--- src/rtl/seg_xlate_pkg.sv ---
package seg_xlate_pkg;
  localparam int unsigned NUM_SREG = 6;
  localparam int unsigned SREG_W   = 3;
  localparam int unsigned SEL_W    = 16;
  localparam int unsigned ADDR_W   = 32;
  localparam int unsigned LIM_W    = 20;
  localparam int unsigned GRAN_SH  = 12;
  localparam int unsigned REAL_SH  = 4;
  localparam int unsigned REAL_AW  = SEL_W + REAL_SH;
  localparam int unsigned RM_OFF_W = 16;
  localparam int unsigned PL_W     = 2;
  localparam int unsigned SIZE_W   = 2;

  typedef struct packed {
    logic [SEL_W-1:0]  sel;
    logic [ADDR_W-1:0] base;
    logic [LIM_W-1:0]  limit;
    logic              gran;
    logic              present;
    logic [PL_W-1:0]   dpl;
    logic              dsize;
  } sreg_t;

  typedef enum logic [1:0] {
    FLT_NONE   = 2'd0,
    FLT_LIMIT  = 2'd1,
    FLT_ABSENT = 2'd2,
    FLT_PRIV   = 2'd3
  } fault_e;
endpackage

--- src/rtl/seg_regfile.sv ---
module seg_regfile
  import seg_xlate_pkg::*;
#(
  parameter int unsigned N = NUM_SREG,
  parameter int unsigned W = SREG_W
) (
  input  logic         clk_i,
  input  logic         rst_ni,
  input  logic         wr_en_i,
  input  logic [W-1:0] wr_idx_i,
  input  sreg_t        wr_data_i,
  input  logic [W-1:0] rd_idx_i,
  output sreg_t        rd_data_o,
  output logic         rd_hit_o
);
  sreg_t entry_q [N];

  for (genvar g = 0; g < N; g++) begin : g_entry
    always_ff @(posedge clk_i or negedge rst_ni) begin
      if (!rst_ni)                                    entry_q[g] <= '0;
      else if (wr_en_i && (wr_idx_i == W'(g)))        entry_q[g] <= wr_data_i;
    end
  end

  always_comb begin
    rd_data_o = '0;
    rd_hit_o  = 1'b0;
    for (int i = 0; i < N; i++) begin
      if (rd_idx_i == W'(i)) begin
        rd_data_o = entry_q[i];
        rd_hit_o  = 1'b1;
      end
    end
  end
endmodule

--- src/rtl/seg_limit_chk.sv ---
module seg_limit_chk
  import seg_xlate_pkg::*;
(
  input  logic [ADDR_W-1:0] off_i,
  input  logic [SIZE_W-1:0] size_i,
  input  logic [LIM_W-1:0]  limit_i,
  input  logic              gran_i,
  input  logic              dsize_i,
  output logic              fault_o
);
  localparam int unsigned EW = ADDR_W + 1;
  logic [EW-1:0]     last_byte;
  logic [ADDR_W-1:0] eff_lim;

  always_comb begin
    // end offset carries into bit ADDR_W so wrap past 4 GB still faults
    last_byte = {1'b0, off_i} + EW'(size_i);
    eff_lim   = gran_i ? {limit_i, {GRAN_SH{1'b1}}} : ADDR_W'(limit_i);
    fault_o   = (last_byte > {1'b0, eff_lim}) ||
                (!dsize_i && (last_byte > EW'({RM_OFF_W{1'b1}})));
  end
endmodule

--- src/rtl/seg_priv_chk.sv ---
module seg_priv_chk
  import seg_xlate_pkg::*;
(
  input  logic [PL_W-1:0] cpl_i,
  input  logic [PL_W-1:0] rpl_i,
  input  logic [PL_W-1:0] dpl_i,
  output logic            fault_o
);
  logic [PL_W-1:0] eff_pl;
  always_comb begin
    eff_pl  = (cpl_i > rpl_i) ? cpl_i : rpl_i;
    fault_o = eff_pl > dpl_i;
  end
endmodule

--- src/rtl/seg_xlate.sv ---
module seg_xlate
  import seg_xlate_pkg::*;
(
  input  logic              clk_i,
  input  logic              rst_ni,
  input  logic              ld_valid_i,
  input  logic [2:0]        ld_sreg_i,
  input  logic [15:0]       ld_sel_i,
  input  logic [31:0]       ld_base_i,
  input  logic [19:0]       ld_limit_i,
  input  logic              ld_gran_i,
  input  logic              ld_present_i,
  input  logic [1:0]        ld_dpl_i,
  input  logic              ld_dsize_i,
  input  logic              prot_mode_i,
  input  logic [1:0]        cpl_i,
  input  logic              req_valid_i,
  input  logic [2:0]        req_sreg_i,
  input  logic [31:0]       req_off_i,
  input  logic [1:0]        req_size_i,
  output logic              rsp_valid_o,
  output logic [31:0]       rsp_addr_o,
  output logic [1:0]        rsp_fault_o
);
  sreg_t             wr_data, cur;
  logic              cur_hit, lim_flt, priv_flt;
  logic [REAL_AW-1:0] real_sum;
  logic [ADDR_W-1:0] prot_sum, nxt_addr;
  fault_e            nxt_flt;

  assign wr_data = '{sel: ld_sel_i, base: ld_base_i, limit: ld_limit_i,
                     gran: ld_gran_i, present: ld_present_i,
                     dpl: ld_dpl_i, dsize: ld_dsize_i};

  seg_regfile u_regs (
    .clk_i     (clk_i),
    .rst_ni    (rst_ni),
    .wr_en_i   (ld_valid_i),
    .wr_idx_i  (ld_sreg_i),
    .wr_data_i (wr_data),
    .rd_idx_i  (req_sreg_i),
    .rd_data_o (cur),
    .rd_hit_o  (cur_hit)
  );

  seg_limit_chk u_lim (
    .off_i   (req_off_i),
    .size_i  (req_size_i),
    .limit_i (cur.limit),
    .gran_i  (cur.gran),
    .dsize_i (cur.dsize),
    .fault_o (lim_flt)
  );

  seg_priv_chk u_priv (
    .cpl_i   (cpl_i),
    .rpl_i   (cur.sel[PL_W-1:0]),
    .dpl_i   (cur.dpl),
    .fault_o (priv_flt)
  );

  always_comb begin
    real_sum = {cur.sel, {REAL_SH{1'b0}}} + REAL_AW'(req_off_i[RM_OFF_W-1:0]);
    prot_sum = cur.base + req_off_i;
    if (!prot_mode_i)                 nxt_flt = FLT_NONE;
    else if (!cur_hit || !cur.present) nxt_flt = FLT_ABSENT;
    else if (priv_flt)                nxt_flt = FLT_PRIV;
    else if (lim_flt)                 nxt_flt = FLT_LIMIT;
    else                              nxt_flt = FLT_NONE;
    if (nxt_flt != FLT_NONE) nxt_addr = '0;
    else if (prot_mode_i)    nxt_addr = prot_sum;
    else                     nxt_addr = ADDR_W'(real_sum);
  end

  always_ff @(posedge clk_i or negedge rst_ni) begin
    if (!rst_ni) begin
      rsp_valid_o <= 1'b0;
      rsp_addr_o  <= '0;
      rsp_fault_o <= '0;
    end else begin
      rsp_valid_o <= req_valid_i;
      rsp_addr_o  <= req_valid_i ? nxt_addr : '0;
      rsp_fault_o <= req_valid_i ? nxt_flt : FLT_NONE;
    end
  end
endmodule

--- config.mk ---
export PLATFORM = sky130hd
export DESIGN_NAME = seg_xlate
export DESIGN_NICKNAME = d
export VERILOG_FILES = /design/src/rtl/seg_xlate_pkg.sv /design/src/rtl/seg_regfile.sv /design/src/rtl/seg_limit_chk.sv /design/src/rtl/seg_priv_chk.sv /design/src/rtl/seg_xlate.sv
export SDC_FILE = /design/constraint.sdc
export NUM_CORES = 1
export LEC_CHECK = 0
export ABC_AREA = 0
export CORE_UTILIZATION = 54
export CTS_CLUSTER_DIAMETER = 40
export DETAILED_ROUTE_END_ITERATION = 10
export GPL_ROUTABILITY_DRIVEN = 1
export PLACE_DENSITY = 0.81
export SLEW_MARGIN = 20
export SYNTH_ARGS = -nofsm -noshare
export SYNTH_HDL_FRONTEND = slang
export SYNTH_SLANG_ARGS = --single-unit
--- constraint.sdc ---
create_clock -name clk_i -period 3.7 [get_ports clk_i]
set_input_delay 0.74 -clock clk_i [delete_from_list [all_inputs] [get_ports clk_i]]
set_output_delay 0.74 -clock clk_i [all_outputs]
set_load 0.005 [all_outputs]
==> impl_metrics.csv, run 1 <==
group,metric,value,unit
critical_path,crit_path_max_fanout,16,
clock_network,clkSinkCount,473,
logic_synthesis,synthMostInstantiatedCell,"dfrtp_1",
clock_network,clk_latency,610,ps
clock_network,htreeDepth,3,
timing,setup_viol,18,
timing,fin_ws,-226.5,ps
final_layout,areaGrowthSynthToFinish,30.63,%
timing,fin_skew,30.71,ps
global_routing,grt_pass1_wl,113.9,mm
clock_network,hold_buffers,0,
logic_synthesis,synth_common_cells,"dfrtp_1 (473), mux2_2 (460), nand2_1 (119), nor2_1 (112), mux2i_1 (90)",
logic_synthesis,synth-edff-count,0,
critical_path,crit_type,"input port to flop",
clock_network,clock-root-buffer,"clkbuf_16",
detailed_routing,via_per_inst,6.124,
timing,fmax,254.7,MHz
floorplanning,core-area,0.04538,sq mm
global_routing,grt_use_total,31.46,%
global_routing,grt-ovfl-total,0,
timing,worst_pin_slew,709.2,ps
logic_synthesis,synth_top_area_share,47.54,%
detailed_routing,drt-pass1-iter-count,5,
floorplanning,die-width,216.7,um
floorplanning,initial_core_util,54.86,%
floorplanning,io_pins,155,
final_layout,seq_area,0.01184,sq mm
logic_synthesis,yosysTopAreaCell,"dfrtp_1",
power_and_ir_drop,p_leak,0.01441,uW
logic_synthesis,synth_flop_cell,"dfrtp_1",
critical_path,cp.required,4230,ps
timing,max_slew_margin,52.72,%
run,max-cap-violations,0,
final_layout,post-route-util,71.67,%
floorplanning,die_h,216.7,um
final_layout,antenna_cells,0,
worst_hold_path,hp-class,"input port to asynchronous set/reset pin",
final_layout,fin_area,0.03252,sq mm
critical_path,arrival,4460,ps
placed_design,port_buffers,154,
critical_path,crit_path_start_kind,"input port",
critical_path,r2r_cells,16,
critical_path,end_kind,"flop",
final_layout,multi_input_area,0.01301,sq mm
final_layout,drive_gt1_share,42.37,%
power_and_ir_drop,p_per_area,565.2,mW/mm^2
global_routing,grt_max_degree,125,
power_and_ir_drop,vdd_drop_max,0.3970,mV
logic_synthesis,synth_area_per_cell,12.25,sq um
outcome,status,"finished, violations left",
clock_network,numCtsBuffers,70,
outcome,failed_checks,"negative setup slack",
timing,whs,55.08,ps
clock_network,cts_tree,"done",
detailed_routing,drt_iter0_markers,1441,
floorplanning,fp.dieArea,0.04697,sq mm
logic_synthesis,ys_async_sr_fraction,100.0,%
critical_path,timing.rr.start,"u_regs.entry_q[223]",
global_routing,grt_pass1_vias,20630,
logic_synthesis,synthCells,2032,
detailed_routing,wirelength,73.10,mm
detailed_routing,drc,0,
placed_design,post-dp-hpwl,47.63,mm
logic_synthesis,synth_seq_cells,473,
timing,hold_violations,0,
global_routing,antenna_found_initial,1,
timing,drv_slew,0,
logic_synthesis,synth.yosys.seq_area_share,47.54,%
timing,final.setup.tns,-3163,ps
clock_network,clk_pin_slew,60,ps
final_layout,final_nets,2677,
clock_network,clockBufferDepth,3,
timing,period_share,106.1,%
detailed_routing,final_antenna_net_count,0,
placed_design,postPlaceCellArea,0.02937,sq mm
floorplanning,row_count,78,
timing,min_period,3927,ps
detailed_routing,routedWlPerCell,23.37,um
logic_synthesis,synth.area.top_cells,"dfrtp_1 (48%), mux2_2 (21%), mux4_2 (4.2%)",
timing,grt_setup_unrepaired,"yes",
logic_synthesis,yosys.cell_types.count,77,
critical_path,rrSetupSlack,-220,ps
logic_synthesis,syn_nets,2237,
detailed_routing,vias,19160,
critical_path,r2r-end,"rsp_addr_o[27]",
logic_synthesis,syn_area,0.02490,sq mm
final_layout,nFillCells,2970,
placed_design,gp_congestion,0.9551,
logic_synthesis,ys.warnings.count,0,
how the worst max path moves through the flow:
stage | endpoint | start | cells past startpoint | slack (ps)
2_1_floorplan | rsp_addr_o[27] | req_size_i[1] | 17 | -360
4_1_cts | rsp_addr_o[27] | req_off_i[5] | 17 | -30
3_3_place_gp | rsp_addr_o[1] | req_off_i[0] | 19 | -1210
5_1_grt | rsp_addr_o[23] | req_off_i[7] | 18 | -340
6_report | rsp_addr_o[27] | req_sreg_i[0] | 17 | -230
3_5_place_dp | rsp_addr_o[25] | req_off_i[0] | 17 | -1310
logic make-up after synthesis:
| family | synth area share (%) |
|---|---|
| multiplexers | 28.59 |
| flip-flops | 47.54 |
| AND/OR/NAND/NOR | 7.694 |
| AO/OA/AOI/OAI | 7.413 |
| buffers and inverters | 2.256 |
| adder cells (fa/ha/maj) | 4.362 |
| XOR/XNOR | 2.146 |
sequential cells by signal, summed over array words and instances (netlist names):
register / flops
rsp_addr_o: 32
rsp_fault_o: 2
rsp_valid_o: 1
u_regs.entry_q: 438
cells in the final DEF, fill, tap and decap left out, types with 11 or more instances in the layout:
cell and n:
a21o_1 18, a21oi_1 77, buf_12 25, buf_4 288, buf_6 12, clkbuf_16 75, clkdlybuf4s50_1 129, dfrtp_1 473
dlygate4sd2_1 13, ha_1 77, inv_1 29, inv_6 14, mux2_2 460, mux2i_1 90, mux4_2 46, nand2_1 113
nand3_1 22, nand4_1 11, nor2_1 90, nor2_4 12, nor2b_1 12, nor3_1 22, nor3b_1 20, o21ai_0 65
o221ai_1 21, xnor2_1 23, xor2_1 34
where the power goes:
group | leakage (uW) | switching, uW | total [uW] | internal, uW
combinational | 0.00747 | 2120 | 4640 | 2520
clock | 0.00120 | 2560 | 6880 | 4320
sequential | 0.00573 | 602 | 6870 | 6260
metal layers:
layer  vias up  global-route usage [%]  routed length [um]
met5         -                       0                  13
met4         2                   15.23                3417
met3       204                   5.979                4645
met2       740                   52.23               35700
met1      9840                   39.60               29320
li1       8369                       -                   -
repair_timing:
| action | in CTS | in global routing |
|---|---|---|
| pin swaps | 35 | 21 |
| resized for setup | 110 | 52 |
| endpoints found under the setup margin | 33 | 33 |
| cloned | 2 | 1 |
| setup buffers | 23 | 3 |
critical path, cell delays in order:
cell	delay (ps)
clkbuf_16	200
mux4_2	570
nand2_2	110
o21ai_4	60
buf_12	150
mux2i_1	120
ha_1	310
a21o_1	160
a21o_1	200
a2111oi_4	300
a311oi_2	90
nor4_2	300
nor3b_2	90
or4b_4	640
buf_12	180
buf_12	140
a21oi_2	90
stage by stage:
step,worst slack (ps),cells,total power [uW]
floorplan,-360.4,2032,9476
global placement,-1214,2972,10980
detailed placement,-1310,2972,11270
CTS,-34.01,3125,18280
global route,-341.5,3128,19140
finish,-226.5,3128,18380
layout make-up:
class                           count  share of cell area (%)
Multi-Input combinational cell   1419                   40.01
Sequential cell                   473                   36.39
Timing Repair Buffer              477                   13.41
Clock buffer                       89                   6.048
Tap cell                          600                   2.308
Clock inverter                     39                   1.470
Inverter                           31                  0.3578
Power figures use the tool's default switching activity.
==> run 2: changes to the inputs <==
Settings changed: CORE_UTILIZATION 54 to 55, GPL_TIMING_DRIVEN set to 0, PLACE_DENSITY 0.81 to 0.8.
Clock period 3.7 ns to 3.9 ns, I/O delays scaled along.
==> run 2 against run 1 <==
  * The run still ends with negative setup slack left
  * Final area down 2.3%
  * Global-route usage increased by 1.6 points
  * First-iteration DRC count is 13% higher
  * Clock skew rose by 0.72 ps
  * Die area fell by 1.8%
  * Utilization fell by 0.12 points
  * Setup slack better by 58 ps
  * Sequential power fell by 5.7%
  * Cell count shrank 4.5%
  * Wire length is 4.7% higher
  * Flip-flop and latch count unchanged
  * Critical path type unchanged
  * Largest power group is now sequential cells
  * Highest routed layer unchanged
==> impl_metrics.csv, run 2 (same netlist as run 1, synthesis figures left out) <==
group,metric,value,unit
placed_design,gp_congestion,0.9244,
worst_hold_path,hp-class,"input port to asynchronous set/reset pin",
critical_path,cpPeakStageDelay,540,ps
timing,fin_ws,-168.8,ps
global_routing,grt_max_degree,94,
timing,fmax,245.8,MHz
final_layout,final_cell_mix,"dfrtp_1 (473), mux2_2 (459), clkdlybuf4s50_1 (120)",
floorplanning,core-area,0.04441,sq mm
detailed_routing,vias,18910,
power_and_ir_drop,p_leak,0.01368,uW
final_layout,largest_reg_flops,438,
floorplanning,die-width,214.8,um
detailed_routing,via_per_inst,6.329,
detailed_routing,drt-pass1-iter-count,8,
timing,min_period,4069,ps
final_layout,fin_area,0.03177,sq mm
final_layout,areaGrowthSynthToFinish,27.63,%
final_layout,drive_gt1_share,39.31,%
critical_path,cp.required,4390,ps
power_and_ir_drop,seqPwrFrac,37.9,%
clock_network,numCtsBuffers,69,
clock_network,clkSinkCount,473,
detailed_routing,drc,0,
critical_path,end_kind,"flop",
timing,whs,149.9,ps
power_and_ir_drop,switching_share,29.82,%
outcome,failed_checks,"negative setup slack",
global_routing,antenna_found_initial,6,
critical_path,timing.rr.start,"u_regs.entry_q[223]",
global_routing,grt_pass1_vias,19580,
clock_network,clock-root-buffer,"clkbuf_16",
final_layout,post-route-util,71.54,%
critical_path,arrival,4560,ps
critical_path,crit_type,"input port to flop",
critical_path,cp_slowest_cell,"or4b_4",
placed_design,postPlaceCellArea,0.02755,sq mm
clock_network,cts_tree,"done",
outcome,status,"finished, violations left",
global_routing,grt_pass1_wl,115.8,mm
run,max-cap-violations,0,
power_and_ir_drop,comb_power_share,24.7,%
timing,max_slew_margin,26.29,%
detailed_routing,routedWlPerCell,25.63,um
clock_network,clk_pin_slew,50,ps
timing,grt_setup_unrepaired,"yes",
timing,final.setup.tns,-1513,ps
placed_design,post-dp-hpwl,51.62,mm
floorplanning,initial_core_util,56.06,%
timing,drv_slew,0,
power_and_ir_drop,p_sw,5100,uW
final_layout,final_nets,2541,
floorplanning,io_pins,155,
global_routing,grt_use_total,33.09,%
timing,setup_viol,19,
global_routing,grt-ovfl-total,0,
power_and_ir_drop,clockPowerShare,37.4,%
power_and_ir_drop,vdd_drop_max,0.5049,mV
timing,worst_pin_slew,1106,ps
final_layout,top_regs,"u_regs.entry_q x438, rsp_addr_o x32, rsp_fault_o x2",
detailed_routing,wirelength,76.57,mm
critical_path,cp-startpoint,"req_sreg_i[2]",
clock_network,clockBufferDepth,3,
critical_path,cp_cell_sequence,"clkdlybuf4s15_2, buf_8, nand2b_4, clkbuf_16, clkbuf_16, o221ai_4, mux2i_1, ha_1, a21o_1, a21o_1, a2111oi_4, a311oi_2, nor4_2, nor3b_2, or4b_4, buf_12, buf_12, o22ai_4",
timing,hold_violations,0,
floorplanning,die_h,214.8,um
timing,period_share,104.3,%
power_and_ir_drop,p_per_area,538.2,mW/mm^2
timing,fin_skew,31.42,ps
clock_network,htreeDepth,3,
floorplanning,fp.dieArea,0.04612,sq mm
floorplanning,row_count,77,
detailed_routing,drt_iter0_markers,1628,
critical_path,crit_path_start_kind,"input port",
placed_design,port_buffers,151,
critical_path,crit_path_max_fanout,10,
power_and_ir_drop,p_int,12000,uW
detailed_routing,final_antenna_net_count,0,
final_layout,regMostFlops,"u_regs.entry_q",
clock_network,hold_buffers,0,
final_layout,layout.cells.most_common,"dfrtp_1",
clock_network,clk_latency,610,ps
==> run 2: cell count changes in the layout (fill, tap and decap cells not counted), sizes merged, moves of 2 or more <==
cell / change
clkdlybuf4s15: +7
clkdlybuf4s50: -9
diode: +4
bufinv: -3
dlygate4sd2: -6
buf: -205
clkinv: -2
clkinvlp: +8
clkbuf: +70
==> run 2: through the flow <==
stage	instances	total power [uW]	setup slack [ps]
floorplan	2032	8980	-201.8
global placement	2775	9995	-17630
detailed placement	2781	10210	-2902
CTS	2949	16840	5.485
global route	2985	17770	-212.1
finish	2987	17100	-168.8
==> run 2: cell type report <==
type	instances	area, sq um
multi-input combinational	1419	13400
fill	2915	12640
sequential	473	11840
timing repair buffer	237	2307
clock buffer	83	1933
buffer	105	939.7
tap	592	740.7
clock inverter	43	490.5
inverter	31	116.4
antenna	4	10.01
==> run 2: routing by layer <==
| metal | track usage, % | wire length (um) |
|---|---|---|
| met5 | 0 | 45 |
| met4 | 17.62 | 3826 |
| met3 | 6.780 | 5530 |
| met2 | 52.87 | 36710 |
| met1 | 42.56 | 30460 |
==> run 2: worst max-delay path: cells and delay by family <==
kind / cells / cell delay [ps]
adders and majority gates: 1 / 320
muxes: 1 / 130
buffers and inverters: 6 / 1080
AOI/OAI and AO/OA: 6 / 1260
and+or+nand+nor: 4 / 970
==> run 2: path summary, 6_finish.rpt <==
path | to | slack [ps] | cells past startpoint
setup / recovery | rsp_addr_o[19] | -170 | 18
hold / removal | rsp_addr_o[5] | 150 | 1
setup reg to reg | rsp_addr_o[19] | 50 | 16
hold reg to reg | u_regs.entry_q[282] | 500 | 1
max in group asynchronous | u_regs.entry_q[53] | 2450 | 3
min in group clk_i | rsp_addr_o[0] | 430 | 3
==> run 2: timing repair <==
action | in CTS | in global routing
gates resized for setup | 281 | 99
setup endpoints to repair | 34 | 32
pin swaps | 32 | 38
gates cloned | 2 | 0
setup buffers | 43 | 35
==> run 2: power by group through the flow <==
stage	Combinational, uW	Sequential, uW	Clock, uW
floorplan	2630	6350	0
global placement	3540	6460	0
detailed placement	3690	6520	0
CTS	3940	6450	6450
global route	4530	6590	6650
finish	4220	6480	6400
==> run 3: changes to the inputs <==
Settings changed: CORE_ASPECT_RATIO set to 1.4.
==> run 3 against run 2 <==
  * The flow still finishes with violations (negative setup slack)
  * Sequential power barely moved
  * Cell count fell by 2.9%
  * Clock-buffer cell count fell by 25
  * Sequential share of layout area rose by 0.93 points
  * Highest routed layer unchanged
==> impl_metrics.csv, run 3 (same netlist as run 1, synthesis figures left out) <==
group,metric,value,unit
timing,worst_pin_slew,1192,ps
detailed_routing,drc,0,
placed_design,port_buffers,151,
critical_path,arrival,4580,ps
final_layout,largest_reg_flops,438,
clock_network,numCtsBuffers,49,
critical_path,end_kind,"flop",
power_and_ir_drop,p_leak,0.01330,uW
worst_hold_path,hp-class,"input port to asynchronous set/reset pin",
outcome,failed_checks,"negative setup slack",
floorplanning,initial_core_util,56.07,%
placed_design,post-dp-hpwl,52.25,mm
critical_path,crit_path_max_fanout,5,
critical_path,crit_family,"buffers and inverters",
final_layout,top_regs,"u_regs.entry_q x438, rsp_addr_o x32, rsp_fault_o x2",
clock_network,hold_buffers,0,
final_layout,seq_area,0.01184,sq mm
timing,fin_ws,-205.5,ps
final_layout,multi_input_area,0.01341,sq mm
global_routing,grt_pass1_vias,19550,
timing,grt_setup_unrepaired,"yes",
detailed_routing,vias,18360,
floorplanning,row_count,91,
critical_path,cpMostUsedCell,"buf_12",
detailed_routing,final_antenna_net_count,0,
floorplanning,io_pins,155,
global_routing,grt_use_total,32.70,%
clock_network,clk_latency,580,ps
timing,period_share,105.3,%
critical_path,crit_type,"input port to flop",
power_and_ir_drop,vdd_drop_max,0.4435,mV
timing,max_slew_margin,20.51,%
run,max-cap-violations,0,
floorplanning,core-area,0.04441,sq mm
final_layout,regMostFlops,"u_regs.entry_q",
clock_network,clockBufferDepth,3,
timing,min_period,4106,ps
final_layout,drive_gt1_share,37.04,%
power_and_ir_drop,p_per_area,501.5,mW/mm^2
final_layout,fin_area,0.03100,sq mm
detailed_routing,via_per_inst,6.333,
clock_network,clock-root-buffer,"clkbuf_16",
final_layout,nFillCells,3024,
outcome,status,"finished, violations left",
global_routing,grt_pass1_wl,113.2,mm
placed_design,gp_congestion,0.9389,
critical_path,cpPeakStageDelay,490,ps
power_and_ir_drop,power,15540,uW
final_layout,final_nets,2510,
detailed_routing,routedWlPerCell,25.57,um
detailed_routing,wirelength,74.12,mm
clock_network,clk_pin_slew,60,ps
final_layout,final_cell_mix,"dfrtp_1 (473), mux2_2 (459), clkdlybuf4s50_1 (122)",
floorplanning,die-width,181.8,um
floorplanning,fp.dieArea,0.04613,sq mm
clock_network,clkSinkCount,473,
final_layout,antenna_cells,0,
critical_path,crit_path_start_kind,"input port",
timing,setup_viol,32,
final_layout,areaGrowthSynthToFinish,24.50,%
timing,fmax,243.6,MHz
critical_path,path_buf_inv,9,
floorplanning,die_h,253.7,um
global_routing,grt-ovfl-total,0,
detailed_routing,drt-pass1-iter-count,6,
critical_path,cp_slowest_cell,"or4b_4",
timing,fin_skew,19.56,ps
timing,hold_violations,0,
clock_network,cts_tree,"done",
global_routing,grt_max_degree,106,
critical_path,cp_cell_sequence,"buf_6, buf_8, buf_12, buf_12, buf_6, clkbuf_16, nor3b_2, a21oi_1, nor2_1, a221oi_2, buf_4, ha_1, nor2b_1, a22oi_1, o211ai_1, ha_1, nand2_1, o21ai_2, o31a_1, or4b_4, buf_12, buf_12, a211oi_4",
placed_design,postPlaceCellArea,0.02748,sq mm
clock_network,htreeDepth,2,
global_routing,antenna_found_initial,2,
final_layout,layout.cells.most_common,"dfrtp_1",
detailed_routing,drt_iter0_markers,1276,
critical_path,cp.required,4380,ps
timing,drv_slew,0,
## run 3: area by class of cell
type	count	area share, %
multi-input combinational	1419	43.27
sequential	473	38.19
timing repair buffer	225	7.496
clock buffer	58	4.194
buffer	106	3.003
tap	558	2.252
clock inverter	29	1.223
inverter	31	0.3754
## run 3: where the power goes
group	internal, uW	switching, uW	leakage (uW)	total, uW
clock	2870	2030	0.000828	4900
combinational	2130	2040	0.00674	4170
sequential	5940	533	0.00573	6470
## run 3: path summary, 6_finish.rpt
path	from	to	slack, ps	depth (start not counted)
min in group clk_i	u_regs.entry_q[385]	u_regs.entry_q[385]	500	1
min reg2reg	u_regs.entry_q[385]	u_regs.entry_q[385]	500	1
max	req_sreg_i[1]	rsp_addr_o[29]	-210	23
max reg2reg	u_regs.entry_q[150]	rsp_addr_o[29]	-20	16
max in group asynchronous	rst_ni	u_regs.entry_q[221]	1890	4
min	rst_ni	u_regs.entry_q[183]	180	1
## run 3: through the flow
stage	hold slack, ps	std cells	utilization (%)	setup TNS [ps]	worst slack [ps]
3_5_place_dp	488.6	2747	61.89	-74600	-2642
2_1_floorplan	470.2	2032	-	-2821	-201.8
3_3_place_gp	480.0	2741	61.58	-8310170	-17350
5_1_grt	233.1	2899	69.81	-7243	-321.3
6_report	179.8	2899	69.81	-3651	-205.5
4_1_cts	205.9	2887	68.97	-518.8	-78.00
## run 3: worst reg2reg max path: stages, from the launching register on
cell and delay, ps:
dfrtp_1 390, mux4_2 490, nand2_2 110, o21ai_4 100
buf_6 150, mux2i_1 150, ha_1 260, a21o_1 180
a21o_1 190, a2111oi_4 310, a311oi_2 80, nor4_2 290
nor3b_2 100, or4b_4 510, buf_12 170, buf_12 130
a211oi_4 200
## run 3: per-layer routing
metal | vias to the layer above | part of all wire [%] | wire (um) | track usage, %
met1 | 9404 | 37 | 27060 | 37.61
met2 | 685 | 50 | 37280 | 56.54
met5 | - | 0.042 | 31 | 0
met4 | 4 | 7.7 | 5674 | 22.35
met3 | 257 | 5.5 | 4083 | 4.829
li1 | 8008 | - | - | -
## run 3: repair_timing
action | 4_1_cts | 5_1_grt
endpoints found under the hold margin | 0 | 0
buffers inserted | 53 | 11
setup endpoints to repair | 34 | 32
pin swaps | 46 | 10
gates cloned | 3 | 2
gates resized for setup | 319 | 55
